File: src/rtl/sio_pkg.sv
package sio_pkg;
  typedef enum logic {
    PH_K  = 1'b0,
    PH_KN = 1'b1
  } phase_e;
endpackage

File: src/rtl/sio_cmd_seq.sv
module sio_cmd_seq
  import sio_pkg::*;
#(
  parameter int AW = 4
) (
  input  logic          clk,
  input  logic          rst,
  input  logic          load_n,
  input  logic          rw_sel,
  input  logic [AW-1:0] addr,
  output logic          re,
  output logic [AW:0]   raddr,
  output logic          we,
  output logic [AW:0]   waddr
);
  phase_e ph;
  logic   k_edge, go;
  logic   rd_s1, rd_s2, wr_s1, wr_s2, wr_s3;
  logic [AW-1:0] rd_a1, rd_a2, wr_a1, wr_a2, wr_a3;

  assign k_edge = (ph == PH_K);
  assign go     = k_edge && !load_n;

  always_ff @(posedge clk) begin
    if (rst) begin
      ph    <= PH_K;
      rd_s1 <= 1'b0;
      rd_s2 <= 1'b0;
      wr_s1 <= 1'b0;
      wr_s2 <= 1'b0;
      wr_s3 <= 1'b0;
    end else begin
      ph    <= k_edge ? PH_KN : PH_K;
      rd_s1 <= go && rw_sel;
      rd_s2 <= rd_s1;
      wr_s1 <= go && !rw_sel;
      wr_s2 <= wr_s1;
      wr_s3 <= wr_s2;
    end
  end

  // address pipeline, no reset needed
  always_ff @(posedge clk) begin
    if (go) begin
      rd_a1 <= addr;
      wr_a1 <= addr;
    end
    rd_a2 <= rd_a1;
    wr_a2 <= wr_a1;
    wr_a3 <= wr_a2;
  end

  // even word on the half-cycle after the command, odd word next
  assign re    = rd_s1 | rd_s2;
  assign raddr = rd_s1 ? {rd_a1, 1'b0} : {rd_a2, 1'b1};
  assign we    = wr_s2 | wr_s3;
  assign waddr = wr_s2 ? {wr_a2, 1'b0} : {wr_a3, 1'b1};

  AST_DESEL_NO_START: assert property (@(posedge clk) disable iff (rst)
    (k_edge && load_n) |=> (!rd_s1 && !wr_s1));
  AST_READ_START: assert property (@(posedge clk) disable iff (rst)
    (k_edge && !load_n && rw_sel) |=> (rd_s1 && !wr_s1));
  AST_EVEN_WORD_ON_K: assert property (@(posedge clk) disable iff (rst)
    wr_s2 |-> k_edge);
endmodule

File: src/rtl/sio_pair_ram.sv
module sio_pair_ram #(
  parameter int AW = 4,
  parameter int DW = 18
) (
  input  logic          clk,
  input  logic          rst,
  input  logic          we,
  input  logic [AW:0]   waddr,
  input  logic [DW-1:0] wdata,
  input  logic          re,
  input  logic [AW:0]   raddr,
  output logic [DW-1:0] rq,
  output logic          rtag
);
  localparam int DEPTH = 2 ** (AW + 1);

  logic [DW-1:0] mem [DEPTH];

  // simple dual-port, synchronous read: block RAM friendly
  always_ff @(posedge clk) begin
    if (we) mem[waddr] <= wdata;
    if (re) rq <= mem[raddr];
  end

  always_ff @(posedge clk) begin
    if (rst) rtag <= 1'b0;
    else     rtag <= re;
  end

  AST_NO_SAME_WORD_RW: assert property (@(posedge clk) disable iff (rst)
    !(we && re && (waddr == raddr)));
endmodule

File: src/rtl/sio_rd_launch.sv
module sio_rd_launch #(
  parameter int DW = 18
) (
  input  logic          clk,
  input  logic          rst,
  input  logic          out_clk_en,
  input  logic          beat_v,
  input  logic [DW-1:0] beat_d,
  output logic [DW-1:0] rdata,
  output logic          rvalid
);
  logic          dly_v;
  logic [DW-1:0] dly_d;
  logic [DW-1:0] fast_d;

  assign fast_d = beat_v ? beat_d : '0;

  always_ff @(posedge clk) begin
    if (rst) begin
      dly_v  <= 1'b0;
      dly_d  <= '0;
      rvalid <= 1'b0;
      rdata  <= '0;
    end else begin
      dly_v <= beat_v;
      dly_d <= fast_d;
      if (out_clk_en) begin
        rvalid <= dly_v;
        rdata  <= dly_d;
      end else begin
        rvalid <= beat_v;
        rdata  <= fast_d;
      end
    end
  end

  AST_LAUNCH_ON_K: assert property (@(posedge clk) disable iff (rst)
    (!out_clk_en && beat_v) |=> rvalid);
  AST_LAUNCH_ON_C: assert property (@(posedge clk) disable iff (rst)
    (out_clk_en && dly_v) |=> rvalid);
  AST_IDLE_ZERO: assert property (@(posedge clk) disable iff (rst)
    !rvalid |-> (rdata == '0));
endmodule

File: src/rtl/sio_ddr_sram.sv
module sio_ddr_sram #(
  parameter int AW = 4,
  parameter int DW = 18
) (
  input  logic          clk,
  input  logic          rst,
  input  logic          load_n,
  input  logic          rw_sel,
  input  logic [AW-1:0] addr,
  input  logic [DW-1:0] wdata,
  input  logic          out_clk_en,
  output logic [DW-1:0] rdata,
  output logic          rvalid
);
  logic          re, we, rtag;
  logic [AW:0]   raddr, waddr;
  logic [DW-1:0] rq;

  sio_cmd_seq #(.AW(AW)) u_seq (
    .clk(clk), .rst(rst), .load_n(load_n), .rw_sel(rw_sel), .addr(addr),
    .re(re), .raddr(raddr), .we(we), .waddr(waddr)
  );

  sio_pair_ram #(.AW(AW), .DW(DW)) u_ram (
    .clk(clk), .rst(rst), .we(we), .waddr(waddr), .wdata(wdata),
    .re(re), .raddr(raddr), .rq(rq), .rtag(rtag)
  );

  sio_rd_launch #(.DW(DW)) u_launch (
    .clk(clk), .rst(rst), .out_clk_en(out_clk_en),
    .beat_v(rtag), .beat_d(rq), .rdata(rdata), .rvalid(rvalid)
  );
endmodule

File: config.mk
export PLATFORM = sky130hd
export DESIGN_NAME = sio_ddr_sram
export DESIGN_NICKNAME = d
export VERILOG_FILES = /design/src/rtl/sio_pkg.sv /design/src/rtl/sio_cmd_seq.sv /design/src/rtl/sio_pair_ram.sv /design/src/rtl/sio_rd_launch.sv /design/src/rtl/sio_ddr_sram.sv
export SDC_FILE = /design/constraint.sdc
export NUM_CORES = 1
export LEC_CHECK = 0
export BUFFER_PORTS_ARGS = -buffer_cell sky130_fd_sc_hd__buf_2
export CELL_PAD_IN_SITES_DETAIL_PLACEMENT = 1
export CELL_PAD_IN_SITES_GLOBAL_PLACEMENT = 2
export CORE_ASPECT_RATIO = 1.25
export CORE_MARGIN = 1.5
export CORE_UTILIZATION = 36
export DETAILED_ROUTE_END_ITERATION = 6
export HOLD_SLACK_MARGIN = 0.03
export PLACE_DENSITY = 0.74
export RECOVER_POWER = 50
export SKIP_CTS_REPAIR_TIMING = 1
export SLEW_MARGIN = 5
export SYNTH_ARGS = -nofsm -noshare
export SYNTH_HDL_FRONTEND = slang
export SYNTH_HIERARCHICAL = 1
export SYNTH_SLANG_ARGS = --single-unit
File: constraint.sdc
create_clock -name clk -period 5.7 [get_ports clk]
set_input_delay 1.14 -clock clk [delete_from_list [all_inputs] [get_ports clk]]
set_output_delay 1.14 -clock clk [all_outputs]
set_load 0.01 [all_outputs]
==> summary.md <==
| Metric | Value |
|---|---|
| Failing checks | max-capacitance violations, max-slew violations |
| CTS Sinks | 651 |
| Cell depth of the worst hold path | 0 |
| Post-synth ARST share | 0 |
| Status | complete, but fails checks |
| FF-to-FF End | u_ram/rq[0] |
| Yosys top cell area share | 0.7156 |
| Comb power frac | 0.045 |
| Arr. time, crit path | 3.89 ns |
| Min Tclk post-route | 3.502 ns |
| CTS H-Tree Depth | 2 |
| Critical path startpoint | rst |
| Worst Setup Path Type | input port to register |
| Max Cap Viol | 9 |
| Cell taking the most area after synthesis | edfxtp_1 |
| Vias in the first global route | 14,050 |
| Core area | 0.06919 mm2 |
| IO buf count | 45 |
| Kind of start point of the critical path | input port |
| Max rail drop VDD | 0.2132 mV |
| DP Cell Count | 2,380 |
| Overall routing resource usage | 0.1740 |
| Count leader, synth | edfxtp_1 |
| Hold Vio Cnt, Final | 0 |
| Final Wtd Congestion | 0.7730 |
| DR vias | 12,980 |
| Worst slew pin tran | 2.332 ns |
| Seq/Total Area, Yosys | 0.7579 |
| Post-DP HPWL | 36.94 mm |
| CP required | 6.09 ns |
| Die area | 0.07131 mm2 |
| Post-Synthesis Net Count | 1,470 |
| Seq pwr share | 0.538 |
| Mean Syn Cell Area | 17.39 um2 |
| Register clock-pin slew on the reported worst setup and hold paths | 0.06 ns |
| Sw frac | 0.2106 |
| CTS Root Cell | clkbuf_16 |
| Max Clock Skew | 0.02747 ns |
| RSZ-0062 raised after global routing | false |
| Final slew viol count | 264 |
| Slew margin rel. | -0.5545 |
| Hold Crit Class | register to register |
| Clock share of power | 0.417 |
| DRC | 0 |
| Area grow syn2layout | 12.93% |
| GR Overflow Total | 0 |
| Die Ht | 298.2 um |
| Synth top area cells | edfxtp_1 (72%), mux2i_1 (12%), dfxtp_1 (4.2%), a22oi_1 (2.2%), a22o_1 (1.3%) |
| DR pass1 iterations | 5 |
| Initial Util | 0.3627 |
| Crit Path Max Fanout | 46 |
| Net Sw Power | 0.002058 W |
| Syn Std Cell Area | 0.02509 mm2 |
| Vias/cell | 5.205 |
| Total detailed-routing wirelength | 61.29 mm |
| Critical Path End | u_launch/rdata[14] |
| Pint | 0.007712 W |
| Worst Setup End Kind | register |
| Die X | 239.1 um |
| Synth cell count leaders | edfxtp_1 (598), mux2i_1 (289), a22oi_1 (72), nand2_1 (72), nor2_1 (54) |
| Worst-skew pair later-pin latency | 0.63 ns |
| Largest net degree at the start of global routing | 96 |
| Io pins | 46 |
| F_max | 0.2856 GHz |
| Fin nets | 1,534 |
| Final std cells w/o fill | 2,494 |
| Reg2reg setup slack | 2.53 ns |
| DR WL/cell | 24.58 um |
| Setup Viol. Count Final | 0 |
| Main flop type after synthesis | edfxtp_1 |
| CTS tree | done |
| Reg2reg start | u_seq/rd_s1 |
| Std-Cell Rows | 108 |
| Final worst path period share | 0.6143 |
| EDFF count, synth | 598 |
| Fill count | 6,792 |
| Antenna Nets Post-Route | 0 |
| Total CTS buffers | 60 |
| Distinct cells, synth | 35 |
| Leakage power | 10.68 nW |
| #FFs+latches synth | 651 |
| WHS | 0.3827 ns |
| Setup TNS | 0 ns |
| Global-route wire length before repair | 91.51 mm |
| Synthesized instance count | 1,443 |
| Layout cells sized above 1 | 0.1411 |
| CTS Buffer Depth | 3 |
| Ys Warns | 6 |
| Worst-case reg-to-reg path depth | 7 |
| # diodes | 0 |
| Antenna violations before repair | 1 |
| DR iter-0 viols | 967 |
| Pwr per Cell Area | 344.8 mW/mm2 |
-- critical path, cell delays in order --
cell and delay [ns]:
buf_2 0.07, clkbuf_1 1.65, or2_1 0.80, o22ai_1 0.20
-- power groups by stage --
| stage | Clock (W) | Sequential (W) | Combinational (W) |
|---|---|---|---|
| floorplan | 0 | 0.00534 | 0.000262 |
| CTS | 0.00417 | 0.00525 | 0.000449 |
| detailed placement | 0 | 0.00535 | 0.000447 |
| global placement | 0 | 0.00535 | 0.000435 |
| finish | 0.00408 | 0.00525 | 0.000442 |
| global route | 0.00432 | 0.00525 | 0.000475 |
-- cell usage in the layout (no fill, tap or decap), types with 2 or more instances in the layout --
master,n
dfxtp_1,53
nand3b_1,6
clkinv_2,12
nor3_2,10
nor2b_4,2
or3b_2,3
buf_4,37
mux2_4,8
nor2_2,26
nand2b_1,2
a22oi_1,72
nor2b_1,5
buf_2,24
nand3_1,38
a21oi_1,36
bufinv_16,8
mux2i_1,289
o22ai_2,10
edfxtp_1,598
clkinv_1,17
nor2_4,5
nand2_1,72
nand4_1,18
clkbuf_1,32
a31oi_1,18
o22ai_1,7
nor3_1,8
nor2_1,24
clkbuf_16,62
buf_12,5
a22o_1,36
or2_1,2
-- cell type report --
type                            instances  area, um2  share of cell area
Tap cell                              935       1170             0.04128
Clock inverter                         42      410.4             0.01448
Inverter                                2      15.01           0.0005298
Clock buffer                           72       1589             0.05608
Multi-Input combinational cell        704       5554              0.1960
Timing Repair Buffer                   88      580.6             0.02049
Sequential cell                       651      19020              0.6711
-- flip-flops by register name (all words and copies together) (netlist names) --
register and flops:
u_ram/rtag 1, u_ram/mem 576, u_seq/wr_s2 1, u_launch/dly_d 18
u_seq/rd_s2 1, u_launch/rvalid 1, u_launch/dly_v 1, u_seq/ph 1
u_launch/rdata 18, u_seq/wr_a3 4, u_seq/rd_s1 1, u_seq/wr_s3 1
u_seq/wr_s1 1, u_seq/wr_a2 4, u_seq/wr_a1 4, u_ram/rq 18
-- through the flow --
stage                     setup slack [ns]  utilization  total power, W  instance area (um2)
after floorplan                      3.134            -        0.005606                25090
after global placement               2.630       0.3811        0.005786                26370
after detailed placement             2.581       0.3811        0.005799                26370
after CTS                            2.575       0.4100        0.009864                28370
after global routing                 1.856       0.4096         0.01005                28340
final                                2.198       0.4096        0.009770                28340
-- cells by family after synthesis --
family / synth area share
DFF: 0.7579
muxes: 0.1201
and+or+nand+nor: 0.04393
AOI/OAI and AO/OA: 0.05270
buffers and inverters: 0.02538
-- layer usage --
layer  routed length [um]  part of all wire  track usage  vias to the layer above
met4                 1569             0.026      0.05199                        0
met5                    0                 0            0                        -
li1                     -                 -            -                     5790
met1                24540              0.40       0.2090                     6813
met2                32570              0.53       0.3194                      291
met3                 2610             0.043      0.02511                       88
-- worst min path at each step --
stage | start | end | slack [ns]
3_3_place_gp | u_seq/wr_a1[2] | u_seq/wr_a2[2] | 0.36
5_1_grt | u_seq/wr_a2[0] | u_seq/wr_a3[0] | 0.39
2_1_floorplan | u_seq/wr_a1[0] | u_seq/wr_a2[0] | 0.35
4_1_cts | u_seq/wr_a1[2] | u_seq/wr_a2[2] | 0.38
6_report | u_seq/wr_a2[0] | u_seq/wr_a3[0] | 0.38
3_5_place_dp | u_seq/wr_a1[2] | u_seq/wr_a2[2] | 0.37
No activity file was read; power rests on OpenSTA's default activity.
